## src/rtl/nand_ldr_pkg.sv

```systemverilog
package nand_ldr_pkg;
   typedef enum logic [2:0] {
      LD_IDLE,
      LD_READ,
      LD_CLOSE,
      LD_DONE,
      LD_FAIL
   } ld_state_t;
endpackage

```

## src/rtl/nand_ldr_span.sv

```systemverilog
// Converts a byte offset and length into a first page and page/block counts.
module nand_ldr_span #(
   parameter int LEN_W       = 32,
   parameter int PAGE_W      = 24,
   parameter int PAGE_BYTES  = 2048,
   parameter int BLOCK_PAGES = 64
) (
   input  logic [LEN_W-1:0]  byte_ofs,
   input  logic [LEN_W-1:0]  byte_len,
   output logic [PAGE_W-1:0] first_page,
   output logic [LEN_W:0]    page_cnt,
   output logic [LEN_W:0]    blk_cnt
);
   localparam int PAGE_SHIFT = $clog2(PAGE_BYTES);
   localparam int BLK_SHIFT  = PAGE_SHIFT + $clog2(BLOCK_PAGES);
   localparam logic [LEN_W:0] PG_ROUND  = (LEN_W+1)'(PAGE_BYTES - 1);
   localparam logic [LEN_W:0] BLK_ROUND = (LEN_W+1)'(PAGE_BYTES * BLOCK_PAGES - 1);

   generate
      if (PAGE_BYTES != (1 << PAGE_SHIFT)) begin : g_bad_page
         $error("PAGE_BYTES must be a power of two");
      end
      if (BLOCK_PAGES != (1 << $clog2(BLOCK_PAGES))) begin : g_bad_blk
         $error("BLOCK_PAGES must be a power of two");
      end
      if (PAGE_W < LEN_W - PAGE_SHIFT) begin : g_bad_pw
         $error("PAGE_W too narrow for the offset range");
      end
   endgenerate

   logic [LEN_W:0]   len_x;
   logic [LEN_W-1:0] ofs_pages;

   assign len_x      = {1'b0, byte_len};
   assign page_cnt   = (len_x + PG_ROUND)  >> PAGE_SHIFT;
   assign blk_cnt    = (len_x + BLK_ROUND) >> BLK_SHIFT;
   assign ofs_pages  = byte_ofs >> PAGE_SHIFT;
   assign first_page = PAGE_W'(ofs_pages);
endmodule

```

## src/rtl/nand_ldr_judge.sv

```systemverilog
// Per-block tally of read outcomes and bad-block markers.
module nand_ldr_judge #(
   parameter int         MARK_BYTES = 2,
   parameter logic [7:0] ERASED     = 8'hFF
) (
   input  logic                    clk,
   input  logic                    rst_n,
   input  logic                    clr,
   input  logic                    take,
   input  logic                    ok,
   input  logic [MARK_BYTES*8-1:0] spare,
   output logic                    mark_now,
   output logic                    seen_ok,
   output logic                    seen_fail,
   output logic                    marked
);
   generate
      if (MARK_BYTES < 1) begin : g_bad_mb
         $error("MARK_BYTES must be at least 1");
      end
   endgenerate

   logic [MARK_BYTES-1:0] byte_dirty;

   generate
      for (genvar b = 0; b < MARK_BYTES; b++) begin : g_cmp
         assign byte_dirty[b] = (spare[b*8 +: 8] != ERASED);
      end
   endgenerate

   // spare bytes count only when the read itself succeeded
   assign mark_now = take && ok && (|byte_dirty);

   always_ff @(posedge clk) begin
      if (!rst_n || clr) begin
         seen_ok   <= 1'b0;
         seen_fail <= 1'b0;
         marked    <= 1'b0;
      end else if (take) begin
         if (ok) seen_ok   <= 1'b1;
         else    seen_fail <= 1'b1;
         if (mark_now) marked <= 1'b1;
      end
   end

   assert_mark_needs_ok_R11: assert property (@(posedge clk) disable iff (!rst_n)
      marked |-> seen_ok);
   assert_fail_only_on_nok_R7: assert property (@(posedge clk) disable iff (!rst_n)
      (take && !clr && !ok) |=> seen_fail);
endmodule

```

## src/rtl/nand_image_loader.sv

```systemverilog
module nand_image_loader #(
   parameter int LEN_W       = 32,
   parameter int PAGE_W      = 24,
   parameter int ADDR_W      = 32,
   parameter int PAGE_BYTES  = 2048,
   parameter int BLOCK_PAGES = 64,
   parameter int MARK_BYTES  = 2
) (
   input  logic                    clk,
   input  logic                    rst_n,
   input  logic                    start,
   input  logic [LEN_W-1:0]        byte_ofs,
   input  logic [LEN_W-1:0]        byte_len,
   input  logic [ADDR_W-1:0]       dest_base,
   output logic                    rd_req,
   output logic [PAGE_W-1:0]       rd_page,
   output logic [ADDR_W-1:0]       rd_dest,
   input  logic                    rd_ack,
   input  logic                    rd_ok,
   input  logic [MARK_BYTES*8-1:0] rd_spare,
   output logic                    done,
   output logic                    error
);
   import nand_ldr_pkg::*;

   localparam int PAGE_SHIFT  = $clog2(PAGE_BYTES);
   localparam int IDX_W       = $clog2(BLOCK_PAGES) + 1;
   localparam int BLOCK_BYTES = PAGE_BYTES * BLOCK_PAGES;
   localparam logic [LEN_W:0] BLK_PG_L = (LEN_W+1)'(BLOCK_PAGES);

   ld_state_t         state;
   logic [PAGE_W-1:0] page_cur;
   logic [IDX_W-1:0]  idx;
   logic [ADDR_W-1:0] base;
   logic [LEN_W:0]    pages_left, blocks_left;
   logic [IDX_W-1:0]  blk_pages;

   logic [PAGE_W-1:0] first_page;
   logic [LEN_W:0]    page_cnt, blk_cnt;
   logic              take, accept, clr_tally;
   logic              mark_now, seen_ok, seen_fail, marked, bad_blk;

   nand_ldr_span #(
      .LEN_W(LEN_W), .PAGE_W(PAGE_W),
      .PAGE_BYTES(PAGE_BYTES), .BLOCK_PAGES(BLOCK_PAGES)
   ) u_span (
      .byte_ofs(byte_ofs), .byte_len(byte_len),
      .first_page(first_page), .page_cnt(page_cnt), .blk_cnt(blk_cnt)
   );

   nand_ldr_judge #(.MARK_BYTES(MARK_BYTES)) u_judge (
      .clk(clk), .rst_n(rst_n), .clr(clr_tally), .take(take),
      .ok(rd_ok), .spare(rd_spare), .mark_now(mark_now),
      .seen_ok(seen_ok), .seen_fail(seen_fail), .marked(marked)
   );

   // a start is honoured only when no load is running
   assign accept    = start && (state == LD_IDLE || state == LD_DONE || state == LD_FAIL);
   assign take      = (state == LD_READ) && rd_ack;
   assign clr_tally = accept || (state == LD_CLOSE);
   assign bad_blk   = marked || !seen_ok;   // unreadable counts as bad

   assign blk_pages = (pages_left < BLK_PG_L) ? IDX_W'(pages_left) : IDX_W'(BLOCK_PAGES);

   assign rd_req  = (state == LD_READ);
   assign rd_page = page_cur + PAGE_W'(idx);
   assign rd_dest = base + (ADDR_W'(idx) << PAGE_SHIFT);
   assign done    = (state == LD_DONE);
   assign error   = (state == LD_FAIL);

   always_ff @(posedge clk) begin
      if (!rst_n) begin
         state       <= LD_IDLE;
         page_cur    <= '0;
         idx         <= '0;
         base        <= '0;
         pages_left  <= '0;
         blocks_left <= '0;
      end else if (accept) begin
         page_cur    <= first_page;
         idx         <= '0;
         base        <= dest_base;
         pages_left  <= page_cnt;
         blocks_left <= blk_cnt;
         state       <= (blk_cnt == '0) ? LD_DONE : LD_READ;
      end else begin
         unique case (state)
            LD_READ: begin
               if (take) begin
                  idx <= idx + 1'b1;
                  if (mark_now || (idx + 1'b1 == blk_pages)) state <= LD_CLOSE;
               end
            end
            LD_CLOSE: begin
               idx <= '0;
               if (seen_fail && !bad_blk) begin
                  state <= LD_FAIL;
               end else begin
                  page_cur <= page_cur + PAGE_W'(BLOCK_PAGES);
                  if (!bad_blk) begin
                     base        <= base + ADDR_W'(BLOCK_BYTES);
                     pages_left  <= pages_left - (LEN_W+1)'(blk_pages);
                     blocks_left <= blocks_left - 1'b1;
                     state       <= (blocks_left == (LEN_W+1)'(1)) ? LD_DONE : LD_READ;
                  end else begin
                     state <= LD_READ;
                  end
               end
            end
            default: ;
         endcase
      end
   end

   assert_req_hold_R5: assert property (@(posedge clk) disable iff (!rst_n)
      (rd_req && !rd_ack && !start) |=> (rd_req && $stable(rd_page) && $stable(rd_dest)));
   assert_idx_in_block_R4: assert property (@(posedge clk) disable iff (!rst_n)
      rd_req |-> (idx < blk_pages));
   assert_flags_exclusive_R9: assert property (@(posedge clk) disable iff (!rst_n)
      !(done && error));
   assert_done_holds_R9: assert property (@(posedge clk) disable iff (!rst_n)
      (done && !start) |=> done);
   assert_error_holds_R8: assert property (@(posedge clk) disable iff (!rst_n)
      (error && !start) |=> error);
   assert_quiet_when_finished_R8: assert property (@(posedge clk) disable iff (!rst_n)
      (done || error) |-> !rd_req);
   assert_marker_ends_block_R6: assert property (@(posedge clk) disable iff (!rst_n)
      (take && mark_now) |=> !rd_req);
endmodule

```

## config.mk

```make
export PLATFORM = sky130hd
export DESIGN_NAME = nand_image_loader
export DESIGN_NICKNAME = d
export VERILOG_FILES = /design/src/rtl/nand_ldr_pkg.sv /design/src/rtl/nand_ldr_span.sv /design/src/rtl/nand_ldr_judge.sv /design/src/rtl/nand_image_loader.sv
export SDC_FILE = /design/constraint.sdc
export NUM_CORES = 1
export LEC_CHECK = 0
export BUFFER_PORTS_ARGS = -buffer_cell sky130_fd_sc_hd__buf_4
export CAP_MARGIN = 15
export CORE_MARGIN = 2
export CORE_UTILIZATION = 58
export DETAILED_ROUTE_END_ITERATION = 7
export PLACE_DENSITY = 0.84
export SYNTH_ARGS = -nofsm -noshare
export SYNTH_HDL_FRONTEND = slang
export SYNTH_SLANG_ARGS = --single-unit
```

## constraint.sdc

```tcl
create_clock -name clk -period 6.75 [get_ports clk]
set_input_delay 0.675 -clock clk [delete_from_list [all_inputs] [get_ports clk]]
set_output_delay 0.675 -clock clk [all_outputs]
set_load 0.01 [all_outputs]
```

==> impl_summary.md <==
Critical path
The number of buffers and inverters on the critical path is 2. The cell that appears most often on the critical path is o21ai_0. STA classifies the critical path endpoint as a primary output. The worst register-to-register path has a setup slack of 3.35 ns. The required time at the worst-slack endpoint is 6.07 ns. Among all stages on the critical path, the largest delay is contributed by a21boi_1. The top fanout value on the critical path is 9. For the worst setup path, the data arrival time is 3.66 ns.

The critical path in this run is classified as reg2out. In this design, the largest share of critical-path delay is due to compound AO/OA/AOI/OAI gates. The nature of the critical path startpoint is a flip-flop.

Traced cell by cell, the critical path runs through ha_1 -> inv_1 -> fa_1 -> nor2b_1 -> o21ai_0 -> a21boi_0 -> o21ai_0 -> a21boi_1 -> o21ai_0 -> xnor2_1 -> buf_4. In this design, the stage delay of the slowest critical-path cell is 0.69 ns.

Synth
The number of enable flip-flop cells after synthesis is 0. The average footprint of a synthesized cell is ~7.8 um2. The number of warnings issued by yosys is 0.

Of the synthesized area, sequential elements account for 31.6%. Sorting the synthesized cells by area gives the leading types as dfxtp_1, xnor2_1, nor2_1. The number of synthesized register bits is 135. Summing every instance area after synthesis gives 8560 um2. The portion of synthesized cell area occupied by the leading cell type is 31.6%.

For this run, the leading register cell type out of synthesis is dfxtp_1. The synthesized netlist net count is 1243. Counting instances in the post-synthesis netlist gives the leading cell types as nor2_1, dfxtp_1, nand2_1. The cell count after synthesis is between 1000 and 1500.

The fraction of synthesis flops using an asynchronous set or reset pin is 0%. The synthesized design spends more area on one cell type than any other, namely dfxtp_1. The most repeated cell in the gate-level netlist after synthesis is nor2_1.

Counting distinct cell types in the post-synthesis netlist gives 74.

Detailed routing
The first detailed-routing pass ran for 5 iterations. The number of remaining DRC errors is 0. The routed wire length is 23000 um. The number of violations reported at the end of detailed-routing iteration 0 is around 650.

The routed layout has 8412 vias. The count of nets left with antenna violations once routing finished came out at 0. In the final routed layout, each cell accounts on average for 16.3 um. After detailed routing, the number of vias per cell comes to 5.96.

Power
The fraction of power consumed by the clock network is 34.9%. IR analysis of the VDD net gives a maximum drop of approximately 0.25 mV. In this run the static leakage power is slightly above 4 nW. The combinational cell fraction of total power is 27.6%. The share of total power in sequential cells is 37.5%.

Cell internal power was estimated by the tool at 1.83 mW. The analysis attributes to net switching a power of 0.905 mW. In this run the power density over the cells is 265 nW/um2. The switching portion of total power is 33.0%.

Timing
Headroom to the max-slew limit came out at 33.9%. Across the routed clock network, the largest skew measured is 0.00852 ns. Adding up every negative setup slack in the final design gives 0 ns.

The maximum clock frequency is 231 MHz. Setup repair after global routing left no endpoint under its margin. The count of final hold-check violations came to 0.

For the finished layout, the period the worst path requires is between 4 and 5 ns. The number of max-slew violations in the final report is 0. The post-route clock period utilization is 64.2%. For the pin with the worst max-slew slack, the measured transition is 0.979 ns. The total setup violations reported at the end of the flow is 0.

Global routing
The initial antenna violation count was 0. Entering global routing, the biggest net connects 64 pins. Summed over all layers, the global routing overflow is 0. The via count of the first global-routing pass is 7951. The first global-routing pass estimated 38000 um of wire. Global routing used 29.1% of the available tracks across all layers.

Placed design
Routability-driven placement finished with a final weighted congestion of 0.881. Counting tap cells, the placed design contains a total of 1379 instances. During placement, the flow inserted port buffers numbering about 160. Once detailed placement completed, the half-perimeter wirelength came to around 16000 um.

Floorplanning
The number of placed I/O pins is 176. The height of the chip is 126 um. For this configuration, the core starts out at a cell density of about three fifths. The area of the die is 15800 um2. The region available for standard cell placement spans 14500 um2.

The floorplan step set the die width to 126 um. The row count is 44.

Hold path
The min-delay analysis places its worst path in the category reg2reg.

Cells and area
The final-layout fill cell count is between 1000 and 1500. The count of placed standard cells in the final layout, fillers left out is 1411. The share of layout cells above drive strength 1 is 18.3%. The repair_antennas step left the layout with diodes totalling 0. Relative to the synthesized area, the layout overhead comes to 20.9%. The net count reported at finish is ~1400.

CTS
The number of levels in the clock H-tree is 4. The maximum number of buffers from clock root to sink is 2. After clock tree synthesis, the flow added hold-fix buffers numbering 0. Buffers added to address setup during post-CTS repair amount to 0. Counting every sink on the clock net gives 135. The later pin in the worst-skew pair is clocked with a latency of 0.43 ns.

TritonCTS built the clock tree. The number of CTS-inserted buffers is 17. The cell at the root of the clock tree is clkbuf_16. The number of instances resized during post-cts repair is 0. The clock transition time at the flip-flop clock pins of the worst setup and hold paths is 0.06 ns.

Run status
The run finished with clean final reports.

Job
The max-capacitance violation count is 0.
==> logic make-up (layout without fill, tap and decap cells) <==
family	count (synthesis)	after routing	share of synthesized area [%]
AOI/OAI and AO/OA	215	215	16.4
DFF	135	135	31.6
and+or+nand+nor	474	474	27.7
other	1	1	0.0438
muxes	4	4	0.468
adders and majority gates	22	22	3.39
xor gates and xnor gates	150	150	15.3
buffers and inverters	103	226	5.06
==> final timing paths <==
| path | endpoint | startpoint | cells past startpoint |
|---|---|---|---|
| max reg2reg | pages_left[14]$_SDFFE_PN0P_ | pages_left[26]$_SDFFE_PP0P_ | 10 |
| min reg2reg | base[5]$_SDFFE_PN0P_ | base[5]$_SDFFE_PN0P_ | 2 |
| max | rd_page[8] | idx[0]$_SDFFE_PP0P_ | 11 |
| min | base[5]$_SDFFE_PN0P_ | base[5]$_SDFFE_PN0P_ | 2 |
==> power groups by stage <==
stage	sequential, mW	clock, mW	combinational (mW)
after CTS	1.02	0.960	0.752
after global routing	1.04	0.997	0.829
final	1.03	0.956	0.755
after floorplan	0.994	0	0.530
after detailed placement	1.04	0	0.743
after global placement	1.03	0	0.729
==> registers in the layout, summed over array words and instances (netlist names) <==
| name | cells |
|---|---|
| u_judge.seen_fail | 1 |
| pages_left | 33 |
| base | 32 |
| state | 3 |
| u_judge.seen_ok | 1 |
| u_judge.marked | 1 |
| blocks_left | 33 |
| idx | 7 |
| page_cur | 24 |
==> per-layer routing <==
layer  part of all wire (%)  GRT usage, %  up-vias
li1                       -             -     4108
met1                     42          37.0     3878
met2                     48          47.8      362
met3                    7.1          5.35       64
met4                    3.0          13.9        0
met5                      0             0        -
==> worst reg2reg max path, cell delays in order, from the launching register on <==
cell and delay [ns]:
dfxtp_1 0.36, or4_4 0.59, or4_4 0.57, or2_1 0.36, nand2_1 0.11, ha_1 0.32, inv_1 0.15, a2bb2oi_2 0.33
or3_1 0.19, xor2_1 0.19, a21oi_1 0.09
==> placed cells by master (no fill, tap or decap), types with 5 or more instances in the layout <==
master	Yosys	layout
a211oi_1	33	33
a21o_1	5	5
a21oi_1	70	70
a22oi_1	6	6
and2_1	8	8
and3_1	16	16
buf_4	11	171
clkbuf_16	0	17
dfxtp_1	135	135
ha_1	20	20
inv_1	23	22
nand2_1	106	106
nand2b_1	6	6
nand3_1	35	35
nand3b_1	6	6
nand4_1	24	24
nand4b_1	5	5
nor2_1	145	145
nor2b_1	5	5
nor3_1	33	33
nor4_1	27	27
o2111ai_1	11	11
o211ai_1	6	6
o21ai_0	36	36
o31ai_1	5	5
or2_2	6	6
or3_1	17	17
or4_1	12	12
xnor2_1	90	90
xor2_1	60	60
==> per-stage QoR <==
stage	hold slack (ns)	worst slack, ns	cell area [um2]	total power [mW]	utilization, %
2_1_floorplan	0.437	3.66	8560	1.52	-
3_5_place_dp	0.449	2.90	9740	1.78	67.3
6_report	0.455	2.41	10400	2.74	71.5
4_1_cts	0.457	2.46	10400	2.74	71.5
3_3_place_gp	0.444	2.92	9740	1.76	67.3
5_1_grt	0.477	2.19	10400	2.87	71.5
==> area by class of cell <==
| type | count | area, um2 | area share, % |
|---|---|---|---|
| Multi-Input combinational cell | 866 | 5440 | 52.5 |
| Sequential cell | 135 | 2700 | 26.1 |
| Timing Repair Buffer | 171 | 1280 | 12.4 |
| Clock buffer | 21 | 460 | 4.45 |
| Tap cell | 184 | 230 | 2.22 |
| Clock inverter | 11 | 149 | 1.44 |
| Inverter | 23 | 86.3 | 0.834 |
Note: power is estimated with default switching activity, not from simulation.
